--- src/rtl/pinmux_pkg.sv ---
package pinmux_pkg;
    localparam int DATA_W     = 32;
    localparam int NUM_CTRL   = 5;
    localparam int ADDR_W     = 3;
    localparam int STRAP_IDX  = NUM_CTRL;
    localparam int NUM_PINS   = 7;
    localparam int NUM_LEVELS = 5;
    localparam int SEL_W      = $clog2(NUM_LEVELS + 1);
    localparam logic [SEL_W-1:0] SEL_FALLBACK = SEL_W'(NUM_LEVELS);

    // Control word roles
    localparam int W_RST  = 0;
    localparam int W_FUNC = 1;
    localparam int W_SER  = 2;
    localparam int W_VID  = 3;
    localparam int W_AUX  = 4;

    typedef logic [NUM_CTRL-1:0][DATA_W-1:0]   ctrl_bank_t;
    typedef logic [NUM_PINS-1:0][NUM_LEVELS-1:0] pin_levels_t;
endpackage

--- src/rtl/pinmux_regs.sv ---
module pinmux_regs
    import pinmux_pkg::*;
(
    input  logic              clk,
    input  logic              rst,
    input  logic [DATA_W-1:0] strap_in,
    input  logic              wr_en,
    input  logic [ADDR_W-1:0] wr_addr,
    input  logic [DATA_W-1:0] wr_data,
    input  logic [ADDR_W-1:0] rd_addr,
    output logic [DATA_W-1:0] rd_data,
    output ctrl_bank_t        ctrl_o,
    output logic [DATA_W-1:0] strap_o
);
    ctrl_bank_t        ctrl_q;
    logic [DATA_W-1:0] strap_q;

    // Strap word: loaded only while in reset
    always_ff @(posedge clk) begin
        if (rst) strap_q <= strap_in;
    end

    for (genvar g = 0; g < NUM_CTRL; g++) begin : g_word
        always_ff @(posedge clk) begin
            if (rst)
                ctrl_q[g] <= '0;
            else if (wr_en && wr_addr == ADDR_W'(g))
                ctrl_q[g] <= wr_data;
        end

        // a write to a control address lands next cycle
        a_r2_write_lands: assert property (@(posedge clk) disable iff (rst)
            (wr_en && wr_addr == ADDR_W'(g)) |=> (ctrl_q[g] == $past(wr_data)));
    end

    always_comb begin
        rd_data = '0;
        if (rd_addr == ADDR_W'(STRAP_IDX))
            rd_data = strap_q;
        for (int i = 0; i < NUM_CTRL; i++)
            if (rd_addr == ADDR_W'(i)) rd_data = ctrl_q[i];
    end

    assign ctrl_o  = ctrl_q;
    assign strap_o = strap_q;

    // strap writes have no effect
    a_r3_strap_write_ignored: assert property (@(posedge clk) disable iff (rst)
        (wr_en && wr_addr == ADDR_W'(STRAP_IDX)) |=> $stable(strap_q));

    // unused addresses change nothing
    a_r2_unused_addr: assert property (@(posedge clk) disable iff (rst)
        (wr_en && wr_addr > ADDR_W'(STRAP_IDX)) |=> $stable(ctrl_q));
endmodule

--- src/rtl/pinmux_expr.sv ---
module pinmux_expr
    import pinmux_pkg::*;
(
    input  ctrl_bank_t        ctrl,
    input  logic [DATA_W-1:0] strap,
    output pin_levels_t       act
);
    logic [1:0] vid_mode;
    logic       rst_pair;
    logic       unused_bits;

    assign vid_mode    = ctrl[W_VID][5:4];
    assign rst_pair    = ctrl[W_RST][3] & ctrl[W_FUNC][15];
    assign unused_bits = ^{ctrl, strap};

    always_comb begin
        act = '0;
        // Pin 0: reset vs chip-select by polarity of one bit
        act[0][0] = rst_pair & ~ctrl[W_VID][31];
        act[0][1] = rst_pair &  ctrl[W_VID][31];
        // Pin 1: video enable when any video mode, else UART
        act[1][0] = (vid_mode != 2'd0) & ctrl[W_SER][17];
        act[1][1] = ctrl[W_SER][17];
        // Pins 2, 3: video data only in the widest mode
        act[2][0] = (vid_mode == 2'd3) & ctrl[W_SER][22];
        act[2][1] = ctrl[W_SER][22];
        act[3][0] = (vid_mode == 2'd3) & ctrl[W_SER][23];
        act[3][1] = ctrl[W_SER][23];
        // Pin 4: OR with an active-low strap term
        act[4][0] = ctrl[W_FUNC][25];
        act[4][1] = ctrl[W_AUX][12] | ~strap[19];
        // Pin 5: GPIO at the strong level
        act[5][0] = ctrl[W_AUX][0];
        act[5][1] = ~strap[6];
        // Pin 6: five levels
        act[6][0] = ctrl[W_FUNC][0];
        act[6][1] = ctrl[W_FUNC][1];
        act[6][2] = ctrl[W_SER][0] & ctrl[W_VID][0];
        act[6][3] = ctrl[W_SER][1] | strap[0];
        act[6][4] = ctrl[W_AUX][4] & ~ctrl[W_RST][0];
    end
endmodule

--- src/rtl/pinmux_resolve.sv ---
module pinmux_resolve
    import pinmux_pkg::*;
(
    input  logic                  clk,
    input  logic                  rst,
    input  logic [NUM_LEVELS-1:0] lv,
    output logic [SEL_W-1:0]      sel_q
);
    logic [SEL_W-1:0] sel_d;

    always_comb begin
        sel_d = SEL_FALLBACK;
        for (int k = NUM_LEVELS - 1; k >= 0; k--)
            if (lv[k]) sel_d = SEL_W'(k);
    end

    always_ff @(posedge clk) begin
        if (rst) sel_q <= SEL_FALLBACK;
        else     sel_q <= sel_d;
    end

    // strongest level always wins
    a_r5_top_level_wins: assert property (@(posedge clk) disable iff (rst)
        lv[0] |=> (sel_q == '0));

    // no active level gives the fallback
    a_r5_fallback: assert property (@(posedge clk) disable iff (rst)
        (lv == '0) |=> (sel_q == SEL_FALLBACK));

    for (genvar k = 1; k < NUM_LEVELS; k++) begin : g_lvl
        // weaker level wins only when all stronger are inactive
        a_r5_level_wins: assert property (@(posedge clk) disable iff (rst)
            (lv[k] && !(|lv[k-1:0])) |=> (sel_q == SEL_W'(k)));
    end

    // code range
    a_r4_code_range: assert property (@(posedge clk) disable iff (rst)
        sel_q <= SEL_FALLBACK);
endmodule

--- src/rtl/prio_pin_mux.sv ---
module prio_pin_mux
    import pinmux_pkg::*;
(
    input  logic                       clk,
    input  logic                       rst,
    input  logic [DATA_W-1:0]          strap_in,
    input  logic                       wr_en,
    input  logic [ADDR_W-1:0]          wr_addr,
    input  logic [DATA_W-1:0]          wr_data,
    input  logic [ADDR_W-1:0]          rd_addr,
    output logic [DATA_W-1:0]          rd_data,
    output logic [NUM_PINS*SEL_W-1:0]  pin_sel
);
    ctrl_bank_t        ctrl;
    logic [DATA_W-1:0] strap;
    pin_levels_t       act;

    pinmux_regs u_regs (
        .clk(clk), .rst(rst), .strap_in(strap_in),
        .wr_en(wr_en), .wr_addr(wr_addr), .wr_data(wr_data),
        .rd_addr(rd_addr), .rd_data(rd_data),
        .ctrl_o(ctrl), .strap_o(strap)
    );

    pinmux_expr u_expr (
        .ctrl(ctrl), .strap(strap), .act(act)
    );

    for (genvar p = 0; p < NUM_PINS; p++) begin : g_pin
        pinmux_resolve u_res (
            .clk(clk), .rst(rst), .lv(act[p]),
            .sel_q(pin_sel[p*SEL_W +: SEL_W])
        );
    end

    // reset and chip-select never requested together
    a_r6_pair_exclusive: assert property (@(posedge clk) disable iff (rst)
        !(act[0][0] && act[0][1]));

    // video data level implies its enable level
    a_r8_video_implies_enable: assert property (@(posedge clk) disable iff (rst)
        (act[2][0] |-> act[2][1]));
endmodule

--- config.mk ---
export PLATFORM = sky130hd
export DESIGN_NAME = prio_pin_mux
export DESIGN_NICKNAME = d
export VERILOG_FILES = /design/src/rtl/pinmux_pkg.sv /design/src/rtl/pinmux_regs.sv /design/src/rtl/pinmux_expr.sv /design/src/rtl/pinmux_resolve.sv /design/src/rtl/prio_pin_mux.sv
export SDC_FILE = /design/constraint.sdc
export NUM_CORES = 1
export LEC_CHECK = 0
export BUFFER_PORTS_ARGS = -buffer_cell sky130_fd_sc_hd__buf_2
export CORE_ASPECT_RATIO = 1.1
export CORE_MARGIN = 2
export CORE_UTILIZATION = 42
export DETAILED_ROUTE_END_ITERATION = 12
export PLACE_DENSITY = 0.72
export SLEW_MARGIN = 20
export SYNTH_ARGS = -nofsm -noshare
export SYNTH_HDL_FRONTEND = slang
export SYNTH_HIERARCHICAL = 1
export SYNTH_SLANG_ARGS = --single-unit
--- constraint.sdc ---
create_clock -name clk -period 1.56 [get_ports clk]
set_input_delay 0.312 -clock clk [delete_from_list [all_inputs] [get_ports clk]]
set_output_delay 0.312 -clock clk [all_outputs]
set_load 0.02 [all_outputs]
==> insert_results.sql <==
INSERT INTO impl_metrics (metric_group, metric, value, unit) VALUES
('global_routing', 'globalRoute.totalOverflow', '0', ''),
('cts', 'cts.sink_count', '213', ''),
('min_path', 'hold_path.startpoint', 'strap_in[15]', ''),
('final_layout', 'finalNonFillerCells', '1551', ''),
('synth', 'synthArstFlopShare', '0', ''),
('global_routing', 'via_count_of_the_first_global_routing_pass', '8258', ''),
('cts', 'root_buffer', 'sky130_fd_sc_hd__clkbuf_16', ''),
('critical_path', 'crit_path_max_incr_delay', '0.44', 'ns'),
('synth', 'synth.cell_area', '9220', 'µm²'),
('routing', 'totalWireLength', '28300', 'µm'),
('power', 'power.static_leakage', '4.64', 'nW'),
('place', 'detailed_place_hpwl', '17600', 'µm'),
('die', 'initial_utilization', '0.430', ''),
('global_routing', 'grt-busiest-layer', 'met2', ''),
('critical_path', 'timing.critical_path.max_delay_family', 'compound AO/OA/AOI/OAI gates', ''),
('cts', 'cts.path.max_buffers', '3', ''),
('critical_path', 'rr_endpoint', 'g_pin[6].u_res/sel_q[0]', ''),
('synth', 'syn_avg_cell_area', '8.58', 'µm²'),
('place', 'dp.cells', '1476', ''),
('sta', 'setup_ws', '-0.478', 'ns'),
('synth', 'synth-seq-cells', '213', ''),
('sta', 'setup_repair_after_global_routing_missed_its_margin', 'true', ''),
('critical_path', 'crit_path_max_fanout', '2', ''),
('die', 'die-height', '159', 'µm'),
('critical_path', 'startpoint_type', 'flip-flop', ''),
('cts', 'clk_transition_reported_paths', '0.06', 'ns'),
('die', 'core_area', '21400', 'µm²'),
('global_routing', 'grt_first_pass_wirelength', '43700', 'µm'),
('sta', 'timing.final.hold_violations', '0', ''),
('synth', 'yosys_warnings', '6', ''),
('die', 'boundaryPins', '126', ''),
('synth', 'synth-edff-count', '32', ''),
('global_routing', 'grt.met1_usage', '0.290', ''),
('routing', 'detail_route.vias_per_cell', '5.36', ''),
('global_routing', 'grt_max_degree', '42', ''),
('critical_path', 'critical_path_arrival', '1.73', 'ns'),
('critical_path', 'worst-setup-path-type', 'flip-flop to primary output', ''),
('min_path', 'hold_path_class', 'input port to flip-flop', ''),
('synth', 'post_synth_num_cell_types', '40', ''),
('global_routing', 'groute.layer.met3.usage', '0.0375', ''),
('synth', 'synth_ff_type', 'sky130_fd_sc_hd__dfxtp_1', ''),
('sta', 'final_skew', '0.00427', 'ns'),
('min_path', 'min_to', 'u_regs/strap_o[15]', ''),
('critical_path', 'path_buf_inv', '1', ''),
('sta', 'drv_slew', '0', ''),
('die', 'placement_rows', '56', ''),
('routing', 'dr.pass1.iters', '5', ''),
('sta', 'setup_viol', '32', ''),
('place', 'placedInstanceArea', '10400', 'µm²'),
('sta', 'fin_worst_hold_slack', '0.0117', 'ns'),
('place', 'routabilityCongestion', '0.823', ''),
('critical_path', 'crit_required', '1.25', 'ns'),
('cts', 'tritoncts', 'done', ''),
('synth', 'synth-seq-area-share', '0.497', ''),
('critical_path', 'reg2reg_setup_slack', '0.31', 'ns'),
('sta', 'finalWorstPathRequiredPeriod', '2.04', 'ns'),
('cts', 'cts-buffers-inserted', '24', ''),
('status', 'failed_checks', 'negative setup slack', ''),
('critical_path', 'cp_slowest_cell', 'sky130_fd_sc_hd__edfxtp_1', ''),
('critical_path', 'cell_breakdown_of_the_critical_path', 'a31oi_1, o21ai_1, a22o_1, buf_2', ''),
('final_layout', 'design_area', '12000', 'µm²'),
('status', 'outcome', 'finished, violations left', ''),
('sta', 'fin_setup_tns', '-10.44', 'ns'),
('critical_path', 'rr_startpoint', 'u_regs/strap_o[0]', ''),
('final_layout', 'most_frequent_standard_cell_in_the_layout_excluding_fill_and_tap_cells', 'sky130_fd_sc_hd__nand2_1', ''),
('final_layout', 'layout.cells.most_common_list', '334 x sky130_fd_sc_hd__nand2_1, 171 x sky130_fd_sc_hd__a21oi_1, 156 x sky130_fd_sc_hd__dfxtp_1', ''),
('synth', 'synth_top_area_share', '0.393', ''),
('global_routing', 'gr-usage-met2', '0.411', ''),
('global_routing', 'antenna_found_initial', '3', ''),
('job', 'max_cap_viol_count', '0', ''),
('final_layout', 'antenna_cells', '0', '');
[routing by layer]
layer | part of all wire | vias to the layer above
met4 | 0.025 | 6
met2 | 0.50 | 342
met5 | 0.0013 | -
met1 | 0.40 | 3925
met3 | 0.070 | 69
li1 | - | 3964
[cell families after synthesis]
kind of cell	synth area share
other	0.000407
multiplexers	0.0591
buffers and inverters	0.0762
AND/OR/NAND/NOR	0.193
flip-flops	0.497
AO/OA/AOI/OAI	0.174
[synthesized netlist by cell type, drive strengths merged, types with 6 or more instances]
cell type / count
nand2: 335
and3b: 13
nor2: 25
edfxtp: 32
a21oi: 171
a31oi: 13
clkbuf: 32
buf: 74
and3: 6
mux2: 18
mux2i: 29
o21ai: 11
dfxtp: 181
nand2b: 9
nor3b: 6
a22o: 10
nor4: 13
a21o: 7
o21a: 20
inv: 9
a221o: 7
o22ai: 39
[per-stage QoR]
stage	util	setup slack (ns)
3_5_place_dp	0.487	-0.392
6_report	0.560	-0.478
4_1_cts	0.553	-0.451
5_1_grt	0.560	-0.479
3_3_place_gp	0.487	-0.352
2_1_floorplan	-	-0.0186
[power by group]
group | internal (mW) | switching [mW] | total [mW]
Sequential | 5.77 | 0.0999 | 5.87
Combinational | 0.668 | 0.864 | 1.53
Clock | 3.46 | 2.23 | 5.69
[registers in the layout, summed over array words and instances, names as in the netlist]
name,flops
u_regs/ctrl_o,160
u_regs/strap_o,32
g_pin.u_res/sel_q,21
[worst max path at each step]
stage / endpoint / startpoint / cells after the start
floorplan: rd_data[21] / rd_addr[0] / 6
global placement: rd_data[15] / rd_addr[1] / 6
detailed placement: rd_data[28] / rd_addr[0] / 7
CTS: rd_data[6] / u_regs/strap_o[6] / 4
global route: rd_data[6] / u_regs/strap_o[6] / 4
finish: rd_data[6] / u_regs/strap_o[6] / 4
[timing repair]
item | 4_1_cts | 5_1_grt
gates cloned | 0 | 0
endpoints found under the hold margin | 28 | 0
pin swaps | 47 | 21
hold buffers | 28 | 0
endpoints found under the setup margin | 32 | 32
setup buffers | 2 | 1
resized for setup | 93 | 36
[final cells by class]
| class | count | area (µm²) |
|---|---|---|
| Inverter | 9 | 33.8 |
| Multi-Input combinational cell | 764 | 4270 |
| Tap cell | 290 | 363 |
| Clock inverter | 7 | 57.6 |
| Timing Repair Buffer | 231 | 1920 |
| Fill cell | 1884 | 9430 |
| Sequential cell | 213 | 4620 |
| Clock buffer | 37 | 751 |
No activity file was read; power rests on OpenSTA's default activity.
